## src/rtl/qdt_pkg.sv

```systemverilog
package qdt_pkg;
  localparam int WW = 32;          // packed depth/stencil word
  localparam int ZW = 24;          // depth field
  localparam int SW = WW - ZW;     // stencil field
  localparam int FW = 32;          // float word

  typedef enum logic [2:0] {
    ZF_NEVER    = 3'd0,
    ZF_LESS     = 3'd1,
    ZF_EQUAL    = 3'd2,
    ZF_LEQUAL   = 3'd3,
    ZF_GREATER  = 3'd4,
    ZF_NOTEQUAL = 3'd5,
    ZF_GEQUAL   = 3'd6,
    ZF_ALWAYS   = 3'd7
  } zfunc_e;

  // float in [0,1] -> floor(f * (2^ZW - 1)), exact integer product
  function automatic logic [ZW-1:0] float_to_z(input logic [FW-1:0] f);
    logic [7:0]        ex;
    logic [2*ZW-1:0]   prod;
    int                sh;
    ex = f[30:23];
    if (f[31] || ex == 8'd0 || (ex == 8'hFF && f[22:0] != '0))
      return '0;
    if (ex >= 8'd127)
      return '1;
    prod = (2*ZW)'({1'b1, f[22:0]}) * (2*ZW)'({ZW{1'b1}});
    sh   = 150 - int'(ex);
    if (sh >= 2*ZW)
      return '0;
    return ZW'(prod >> sh);
  endfunction

  function automatic logic [ZW-1:0] word_depth(input logic [WW-1:0] w, input logic fmt);
    return fmt ? w[WW-1:SW] : w[ZW-1:0];
  endfunction

  function automatic logic [WW-1:0] word_pack(input logic [WW-1:0] w,
                                              input logic [ZW-1:0] z,
                                              input logic fmt);
    return fmt ? {z, w[SW-1:0]} : {w[WW-1:ZW], z};
  endfunction
endpackage

```

## src/rtl/qdt_lane.sv

```systemverilog
module qdt_lane
  import qdt_pkg::*;
(
  input  logic [ZW-1:0] fz_i,
  input  logic [ZW-1:0] oz_i,
  input  logic [WW-1:0] word_i,
  input  logic          alive_i,
  input  zfunc_e        func_i,
  input  logic          zwen_i,
  input  logic          fmt_i,
  output logic          alive_o,
  output logic          cmp_o,
  output logic [WW-1:0] word_o
);
  logic eq_w, gt_w, lt_w, raw_w;
  logic [ZW-1:0] nz_w;

  assign eq_w = (fz_i == oz_i);
  assign gt_w = (fz_i >  oz_i);
  assign lt_w = (fz_i <  oz_i);

  always_comb begin
    raw_w   = 1'b0;
    cmp_o   = 1'b0;
    alive_o = 1'b0;
    unique case (func_i)
      ZF_EQUAL, ZF_NOTEQUAL:  raw_w = eq_w;
      ZF_GREATER, ZF_LEQUAL:  raw_w = gt_w;
      ZF_LESS, ZF_GEQUAL:     raw_w = lt_w;
      default:                raw_w = 1'b0;
    endcase
    unique case (func_i)
      ZF_NEVER: begin
        cmp_o   = 1'b0;
        alive_o = 1'b0;
      end
      ZF_ALWAYS: begin
        cmp_o   = 1'b1;
        alive_o = alive_i;
      end
      ZF_EQUAL, ZF_GREATER, ZF_LESS: begin
        cmp_o   = raw_w;
        alive_o = alive_i & raw_w;
      end
      default: begin
        cmp_o   = raw_w;
        alive_o = alive_i & ~raw_w;
      end
    endcase
  end

  assign nz_w   = (zwen_i && alive_o) ? fz_i : oz_i;
  assign word_o = word_pack(word_i, nz_w, fmt_i);
endmodule

```

## config.mk

```make
export PLATFORM = sky130hd
export DESIGN_NAME = qdt_lane
export DESIGN_NICKNAME = d
export VERILOG_FILES = /design/src/rtl/qdt_pkg.sv /design/src/rtl/qdt_lane.sv
export SDC_FILE = /design/constraint.sdc
export NUM_CORES = 1
export LEC_CHECK = 0
export BUFFER_PORTS_ARGS = -buffer_cell sky130_fd_sc_hd__buf_2
export CORE_ASPECT_RATIO = 0.75
export CORE_MARGIN = 5
export CORE_UTILIZATION = 44
export DETAILED_ROUTE_END_ITERATION = 10
export PLACE_DENSITY = 0.9
export SETUP_SLACK_MARGIN = 0.05
export SLEW_MARGIN = 25
export SYNTH_ARGS = -nofsm -noshare
export SYNTH_HDL_FRONTEND = slang
export SYNTH_SLANG_ARGS = --single-unit
```

## constraint.sdc

```tcl
create_clock -name vclk -period 7
set_input_delay 1.75 -clock vclk [all_inputs]
set_output_delay 1.75 -clock vclk [all_outputs]
set_load 0.02 [all_outputs]
```

==> impl_metrics.yaml, run 1 <==
synth:
  synth_area_leaders: "ha_1, mux4_2, o211ai_1"
  ys_seq_area_share_pct: 0
  yosys.cell_count.top_type: "inv_1"
  syn_avg_cell_area_um2: 7.84
  syn_inst: 214
  netlist.area_leader.share_pct: 17.9
  yosys-top-cells-count: "inv_1, o211ai_1, ha_1"
  syn-num-nets: 324
  synth_cell_types: 37
  yosys.area.top_type: "ha_1"
  netlist_area_um2: 1680
  ys.warnings.count: 0
sta:
  setup_viol: 0
  worstMarginPinSlew_ns: 0.927
  hold_viol: 0
  rsz0062_at_grt: "no"
  slew_headroom_pct: 38.2
  setup_ws_ns: 0.383
  finalWorstPathRequiredPeriod_ns: 6.62
  hold_ws_ns: 3.85
  tns_ns: 0
  clock.fmax_ghz: 0.151
  final.period_utilization_pct: 94.5
  slew_viol_final: 0
grt:
  grt_max_degree: 53
  grt_first_pass_wirelength_um: 8600
  antenna_found_initial: 0
  globalRouteOverflowTotal: 0
  first_global_vias: 1907
  grt_use_total_pct: 20.1
detailed_routing:
  wire_per_inst_um: 15.2
  drt_iter0_drc: 80
  drt_first_pass_iters: 4
  routed_wl_um: 5520
  vias: 2022
  drtAntennaViolNets: 0
  viasPerCell: 5.59
  post-route-drc-count: 0
hold_path:
  hold_start: "word_i[6]"
  worstHoldPathType: "in -> out"
layout:
  fill_cells: 368
  insertedDiodeCount: 0
  num-nets-final: 422
  regArea_um2: 0
  area_delta_synth_final_pct: 33.6
  drive_above_1_share_pct: 40.6
  multiInputGateArea_um2: 1490
  seq_cells: 0
  fin_area_um2: 2240
  n_clock_buffer: 0
setup_path:
  cpMaxStageDelayCell: "or4_1"
  timing.critical_path.cells: "buf_2 -> inv_1 -> ha_1 -> a21o_1 -> nand3_1 -> a2111oi_0 -> or4_1 -> o31a_1 -> o21ai_4 -> buf_4 -> mux4_2 -> buf_2"
  cp_common_cell: "buf_2"
  path_buf_inv: 4
  worstPathArrival_ns: 4.87
  worstPathRequired_ns: 5.25
  critPathLaunchType: "primary input"
  critPathMaxFanout: 9
  max_stage_delay_ns: 0.65
  criticalPathCategory: "in -> out"
  critPathLaunch: "oz_i[9]"
  endpoint_kind: "output pin"
  cp_top_family: "compound AO/OA/AOI/OAI gates"
die:
  core_um2: 3660
  start_util_pct: 45.8
  dieArea_um2: 5160
  die_w_um: 81.3
  dieHeight_um: 63.5
  pin_count: 120
  rows: 19
place:
  port_buffers: 104
  post_dp_cell_area_um2: 2240
  hpwl_um: 4600
  gp_congestion: 0.834
  dpl_worst_slack_ns: 0.405
cts:
  post_cts_resized: 0
  post_cts.repair.setup_buffers: 0
  cts_hold_buf: 0
power_and_ir_drop:
  power.leakage_nw: 1.15
  power_mw: 0.165
  vdd_drop_max_mv: 0.0508
  p_per_area_nw_per_um2: 73.6
run_status:
  status: "finished clean"
run:
  cap_violations: 0
==> report_power, final <==
part	switching, mW	internal, mW	leakage [nW]
clock network	0	0	0
logic	0.0933	0.0717	1.15
registers	0	0	0
==> cell type report <==
cell class / instances / area share (%)
multi-input cells: 167 / 66.3
repair buffers: 110 / 25.2
inverters: 33 / 5.53
well taps: 52 / 2.90
==> metal layers <==
layer | vias up | track usage [%] | part of all wire, %
li1 | 1007 | - | -
met1 | 935 | 28.1 | 44
met2 | 78 | 34.9 | 48
met3 | 2 | 2.14 | 8.0
met4 | 0 | 0.633 | 0.38
met5 | - | 0 | 0
==> cells in the final DEF (no fill, tap or decap), drive strengths merged <==
cell,synthesis,final
buf,4,110
o32a,1,1
o311a,1,1
ha,24,24
o31a,2,2
o311ai,1,1
mux4,16,16
o221ai,8,8
nand2,19,19
a21oi,9,9
a21boi,1,1
o21a,2,2
nor4,1,1
inv,33,33
mux2,1,1
nor2,11,11
o211ai,25,25
and2,9,9
a2111oi,1,1
nand3,4,4
nand3b,1,1
nand2b,10,10
nor2b,2,2
and3,1,1
o21ai,4,4
or4,1,1
a221o,1,1
nand4,6,6
a211oi,1,1
nor3,1,1
a21o,3,3
==> cells by family (layout without fill, tap and decap cells) <==
logic type	after synthesis	in the layout	share of synthesized area [%]
adder cells (fa/ha/maj)	24	24	17.9
buffers and inverters	47	143	11.4
AO/OA/AOI/OAI	60	60	28.0
multiplexers	17	17	22.8
AND/OR/NAND/NOR	66	66	19.9
==> metrics by stage <==
stage,instances,util [%]
5_1_grt,362,61.2
3_3_place_gp,362,61.2
2_1_floorplan,214,-
3_5_place_dp,362,61.2
6_report,362,61.2
4_1_cts,362,61.2
==> final timing paths <==
| path | slack [ns] | cells after the start | endpoint |
|---|---|---|---|
| setup / recovery | 0.38 | 12 | word_o[21] |
| hold / removal | 3.85 | 4 | word_o[6] |
No activity file was read; power rests on OpenSTA's default activity.
==> run 2, diff against run 1 <==
Settings changed: ABC_AREA set to 1, CORE_MARGIN 5 to unset, PLACE_DENSITY 0.9 to 0.89.
==> run 2 against run 1 <==
Compared with the run above: sequential share of layout area is the same; setup slack gained 0.44 ns; cell count grew 28%; first-iteration DRC count grew 45%; utilization shrank 0.80 points; via count grew 17%; critical path depth grew 6; wire length is essentially flat; worst hold slack lost 0.043 ns; count of clock-buffer cells in the layout is the same; synthesized area grew 2.2%; fmax grew 7.1%.
==> impl_metrics.yaml, run 2 <==
power_and_ir_drop:
  combPwrFrac_pct: 100.0
  power.leakage_nw: 1.49
  vdd_drop_max_mv: 0.0439
  switching_share_pct: 64.4
  p_int_mw: 0.0643
  p_per_area_nw_per_um2: 81.1
  p_clk_share_pct: 0
  power_mw: 0.180
  seq_power_share_pct: 0
  p_switching_mw: 0.116
setup_path:
  endpoint_kind: "output pin"
  timing.critical_path.cells: "buf_2 -> inv_1 -> ha_1 -> nand4_1 -> inv_1 -> nand2_1 -> nor2_2 -> nand2_1 -> nand3_1 -> nand2_1 -> nand3_1 -> nand2_2 -> nand2_4 -> nand3_4 -> nand2_1 -> nand3_1 -> nand2_1 -> buf_2"
  max_stage_delay_ns: 0.40
  critPathMaxFanout: 25
  worstPathArrival_ns: 4.43
  critPathLaunchType: "primary input"
  worstPathRequired_ns: 5.25
  criticalPathCategory: "in -> out"
  cpMaxStageDelayCell: "nand3_4"
  cp_common_cell: "nand2_1"
synth:
  yosys.area.top_type: "nand2_1"
  netlist.area_leader.share_pct: 18.8
  yosys.cell_count.top_type: "nand2_1"
  ys.warnings.count: 0
  syn-num-nets: 433
  synth_cell_types: 25
  synth_area_leaders: "nand2_1, ha_1, nand3_1"
  yosys-top-cells-count: "nand2_1, inv_1, nand3_1"
  netlist_area_um2: 1720
  syn_inst: 323
  ys_seq_area_share_pct: 0
  syn_avg_cell_area_um2: 5.31
detailed_routing:
  drt_iter0_drc: 116
  drtAntennaViolNets: 0
  vias: 2370
  viasPerCell: 5.11
  drt_first_pass_iters: 5
  wire_per_inst_um: 11.9
  routed_wl_um: 5520
  post-route-drc-count: 0
layout:
  final_common_cell: "buf_2"
  regArea_um2: 0
  stdcell_count: 464
  num-nets-final: 524
  final_cell_mix: "buf_2, nand2_1, inv_1, nand3_1, nand4_1"
  insertedDiodeCount: 0
  fill_cells: 355
  drive_above_1_share_pct: 32.3
  n_clock_buffer: 0
  area_delta_synth_final_pct: 29.8
  seq_cells: 0
sta:
  slew_viol_final: 0
  tns_ns: 0
  rsz0062_at_grt: "no"
  clock.fmax_ghz: 0.162
  final.period_utilization_pct: 88.3
  finalWorstPathRequiredPeriod_ns: 6.18
  hold_viol: 0
  setup_viol: 0
  slew_headroom_pct: 37.1
  worstMarginPinSlew_ns: 0.942
cts:
  post_cts.repair.setup_buffers: 0
  cts_hold_buf: 0
  post_cts_resized: 0
grt:
  antenna_found_initial: 0
  globalRouteOverflowTotal: 0
  grt_max_degree: 34
  first_global_vias: 1972
  grt_first_pass_wirelength_um: 8570
  grt_use_total_pct: 25.4
die:
  dieArea_um2: 4160
  dieHeight_um: 56.1
  start_util_pct: 46.6
  pin_count: 120
  die_w_um: 74.1
  rows: 19
  core_um2: 3680
place:
  gp_congestion: 0.848
  place_inst: 464
  port_buffers: 104
  hpwl_um: 4430
hold_path:
  worstHoldPathType: "in -> out"
run:
  cap_violations: 0
run_status:
  status: "finished clean"
==> run 2: changes by cell type in the layout (fill, tap and decap cells not counted), sizes merged, moves of 5 or more <==
cell / change
and2: -9
mux4: -16
nand2b: -10
buf: -5
o211ai: -25
nand3: +48
o221ai: -8
nand2: +90
nand4: +22
inv: +31
==> run 2: cells by family after synthesis <==
family,count (synthesis),synth area share (%)
fa+ha+maj,24,17.5
buf+inv,80,19.0
simple gates,201,57.3
compound gates,18,6.20
==> run 2: cell type report <==
type | count | area [um^2] | share of cell area, %
Multi-Input combinational cell | 243 | 1390 | 62.6
Timing Repair Buffer | 105 | 528 | 23.7
Tap cell | 52 | 65.1 | 2.92
Inverter | 64 | 240 | 10.8
==> run 2: final timing paths <==
check	start	endpoint	slack, ns	cells after the start
setup / recovery	oz_i[23]	word_o[10]	0.82	18
hold / removal	word_i[3]	word_o[3]	3.81	4
==> run 2: critical path, delay by kind of cell <==
| kind | cells | cell delay [ns] |
|---|---|---|
| buffers and inverters | 4 | 0.36 |
| adder cells (fa/ha/maj) | 1 | 0.32 |
| AND/OR/NAND/NOR | 13 | 1.98 |
==> run 2: power groups by stage <==
stage | Combinational (mW) | Sequential, mW | Clock (mW)
2_1_floorplan | 0.122 | 0 | 0
3_3_place_gp | 0.174 | 0 | 0
3_5_place_dp | 0.179 | 0 | 0
4_1_cts | 0.180 | 0 | 0
5_1_grt | 0.199 | 0 | 0
6_report | 0.180 | 0 | 0
==> run 2: metrics by stage <==
stage / cell area (um^2) / utilization (%) / hold slack [ns] / setup WS, ns
5_1_grt: 2230 / 60.4 / 3.83 / 0.589
2_1_floorplan: 1720 / - / 3.67 / 1.79
3_3_place_gp: 2230 / 60.4 / 3.81 / 0.968
4_1_cts: 2230 / 60.4 / 3.81 / 0.874
6_report: 2230 / 60.4 / 3.81 / 0.821
3_5_place_dp: 2230 / 60.4 / 3.81 / 0.873
==> run 2: metal layers <==
layer | global-route usage, % | up-vias | routed length (um) | part of all wire [%]
li1 | - | 1226 | - | -
met1 | 36.1 | 1006 | 2430 | 44
met2 | 42.9 | 126 | 2600 | 47
met3 | 0.906 | 12 | 414 | 7.5
met4 | 3.85 | 0 | 75 | 1.4
met5 | 0 | - | 0 | 0
==> run 3, diff against run 2 <==
Settings changed: PLACE_DENSITY 0.89 to 0.94.
==> run 3 against run 2 <==
Compared with the run above: flip-flop and latch count unchanged; critical endpoint is now word_o[11]; highest routed layer unchanged; wire length decreased by 1.1%; sequential share of layout area is the same.
==> impl_metrics.yaml, run 3 (synthesized netlist as in run 2, its figures left out) <==
layout:
  final_common_cell: "buf_2"
  num-nets-final: 524
  fill_cells: 379
  stdcell_count: 464
  n_clock_buffer: 0
  insertedDiodeCount: 0
  drive_above_1_share_pct: 32.3
  seq_cells: 0
  multiInputGateArea_um2: 1390
  regArea_um2: 0
  area_delta_synth_final_pct: 29.8
  final_cell_mix: "buf_2, nand2_1, inv_1, nand3_1, nand4_1"
setup_path:
  cp_top_family: "simple AND/OR/NAND/NOR gates"
  path_buf_inv: 4
  worstPathArrival_ns: 4.39
  cp_common_cell: "nand2_1"
  critPathMaxFanout: 25
  max_stage_delay_ns: 0.40
  timing.critical_path.cells: "buf_2 -> inv_1 -> ha_1 -> nand4_1 -> inv_1 -> nand2_1 -> nor2_2 -> nand2_1 -> nand4_1 -> nand4_1 -> nand2_4 -> nand3_4 -> nand2_1 -> nand3_1 -> nand2_1 -> buf_2"
  cpMaxStageDelayCell: "nand3_4"
  critPathLaunchType: "primary input"
  endpoint_kind: "output pin"
  criticalPathCategory: "in -> out"
  worstPathRequired_ns: 5.25
detailed_routing:
  wire_per_inst_um: 11.8
  drt_iter0_drc: 124
  routed_wl_um: 5460
  vias: 2383
  viasPerCell: 5.14
  drt_first_pass_iters: 4
  post-route-drc-count: 0
  drtAntennaViolNets: 0
run:
  cap_violations: 0
power_and_ir_drop:
  vdd_drop_max_mv: 0.0472
  p_per_area_nw_per_um2: 80.9
  power.leakage_nw: 1.49
sta:
  setup_viol: 0
  worstMarginPinSlew_ns: 0.973
  tns_ns: 0
  clock.fmax_ghz: 0.163
  hold_viol: 0
  final.period_utilization_pct: 87.8
  rsz0062_at_grt: "no"
  finalWorstPathRequiredPeriod_ns: 6.14
  slew_viol_final: 0
  slew_headroom_pct: 35.1
  setup_ws_ns: 0.855
grt:
  grt_first_pass_wirelength_um: 8700
  grt_max_degree: 34
  globalRouteOverflowTotal: 0
  first_global_vias: 2040
  grt_use_total_pct: 25.7
  antenna_found_initial: 0
place:
  gp_congestion: 0.860
  port_buffers: 104
  place_inst: 464
  dpl_worst_slack_ns: 0.945
  hpwl_um: 4400
die:
  start_util_pct: 46.6
  dieHeight_um: 56.1
  dieArea_um2: 4160
  pin_count: 120
  die_w_um: 74.1
  rows: 19
  core_um2: 3680
cts:
  cts_hold_buf: 0
  post_cts_resized: 0
  post_cts.repair.setup_buffers: 0
hold_path:
  worstHoldPathType: "in -> out"
run_status:
  status: "finished clean"
run 3: final cells by class:
cell class	count	area share (%)
Timing Repair Buffer	105	23.7
Tap cell	52	2.92
Inverter	64	10.8
Multi-Input combinational cell	243	62.6
run 3: per-layer routing:
layer / vias up / share of wire, % / GRT usage, %
li1: 1227 / - / -
met1: 1045 / 45 / 35.5
met2: 107 / 46 / 43.2
met3: 4 / 8.8 / 1.99
met4: 0 / 0.68 / 5.22
met5: - / 0 / 0
run 3: report_power, final:
part	total (mW)	switching, mW	internal, mW
Combinational	0.180	0.116	0.0643
Clock	0	0	0
Sequential	0	0	0
Total	0.180	0.116	0.0643
run 3: through the flow:
stage / total power, mW / util (%) / hold slack [ns] / area, um^2
after CTS: 0.179 / 60.4 / 3.81 / 2230
after global routing: 0.199 / 60.4 / 3.83 / 2230
after detailed placement: 0.178 / 60.4 / 3.81 / 2230
final: 0.180 / 60.4 / 3.81 / 2230
after global placement: 0.174 / 60.4 / 3.81 / 2230
after floorplan: 0.122 / - / 3.67 / 1720
run 3: path summary, 6_finish.rpt:
kind,from,end,cells past startpoint
worst min-delay path,word_i[31],word_o[31],4
worst max-delay path,oz_i[23],word_o[11],16
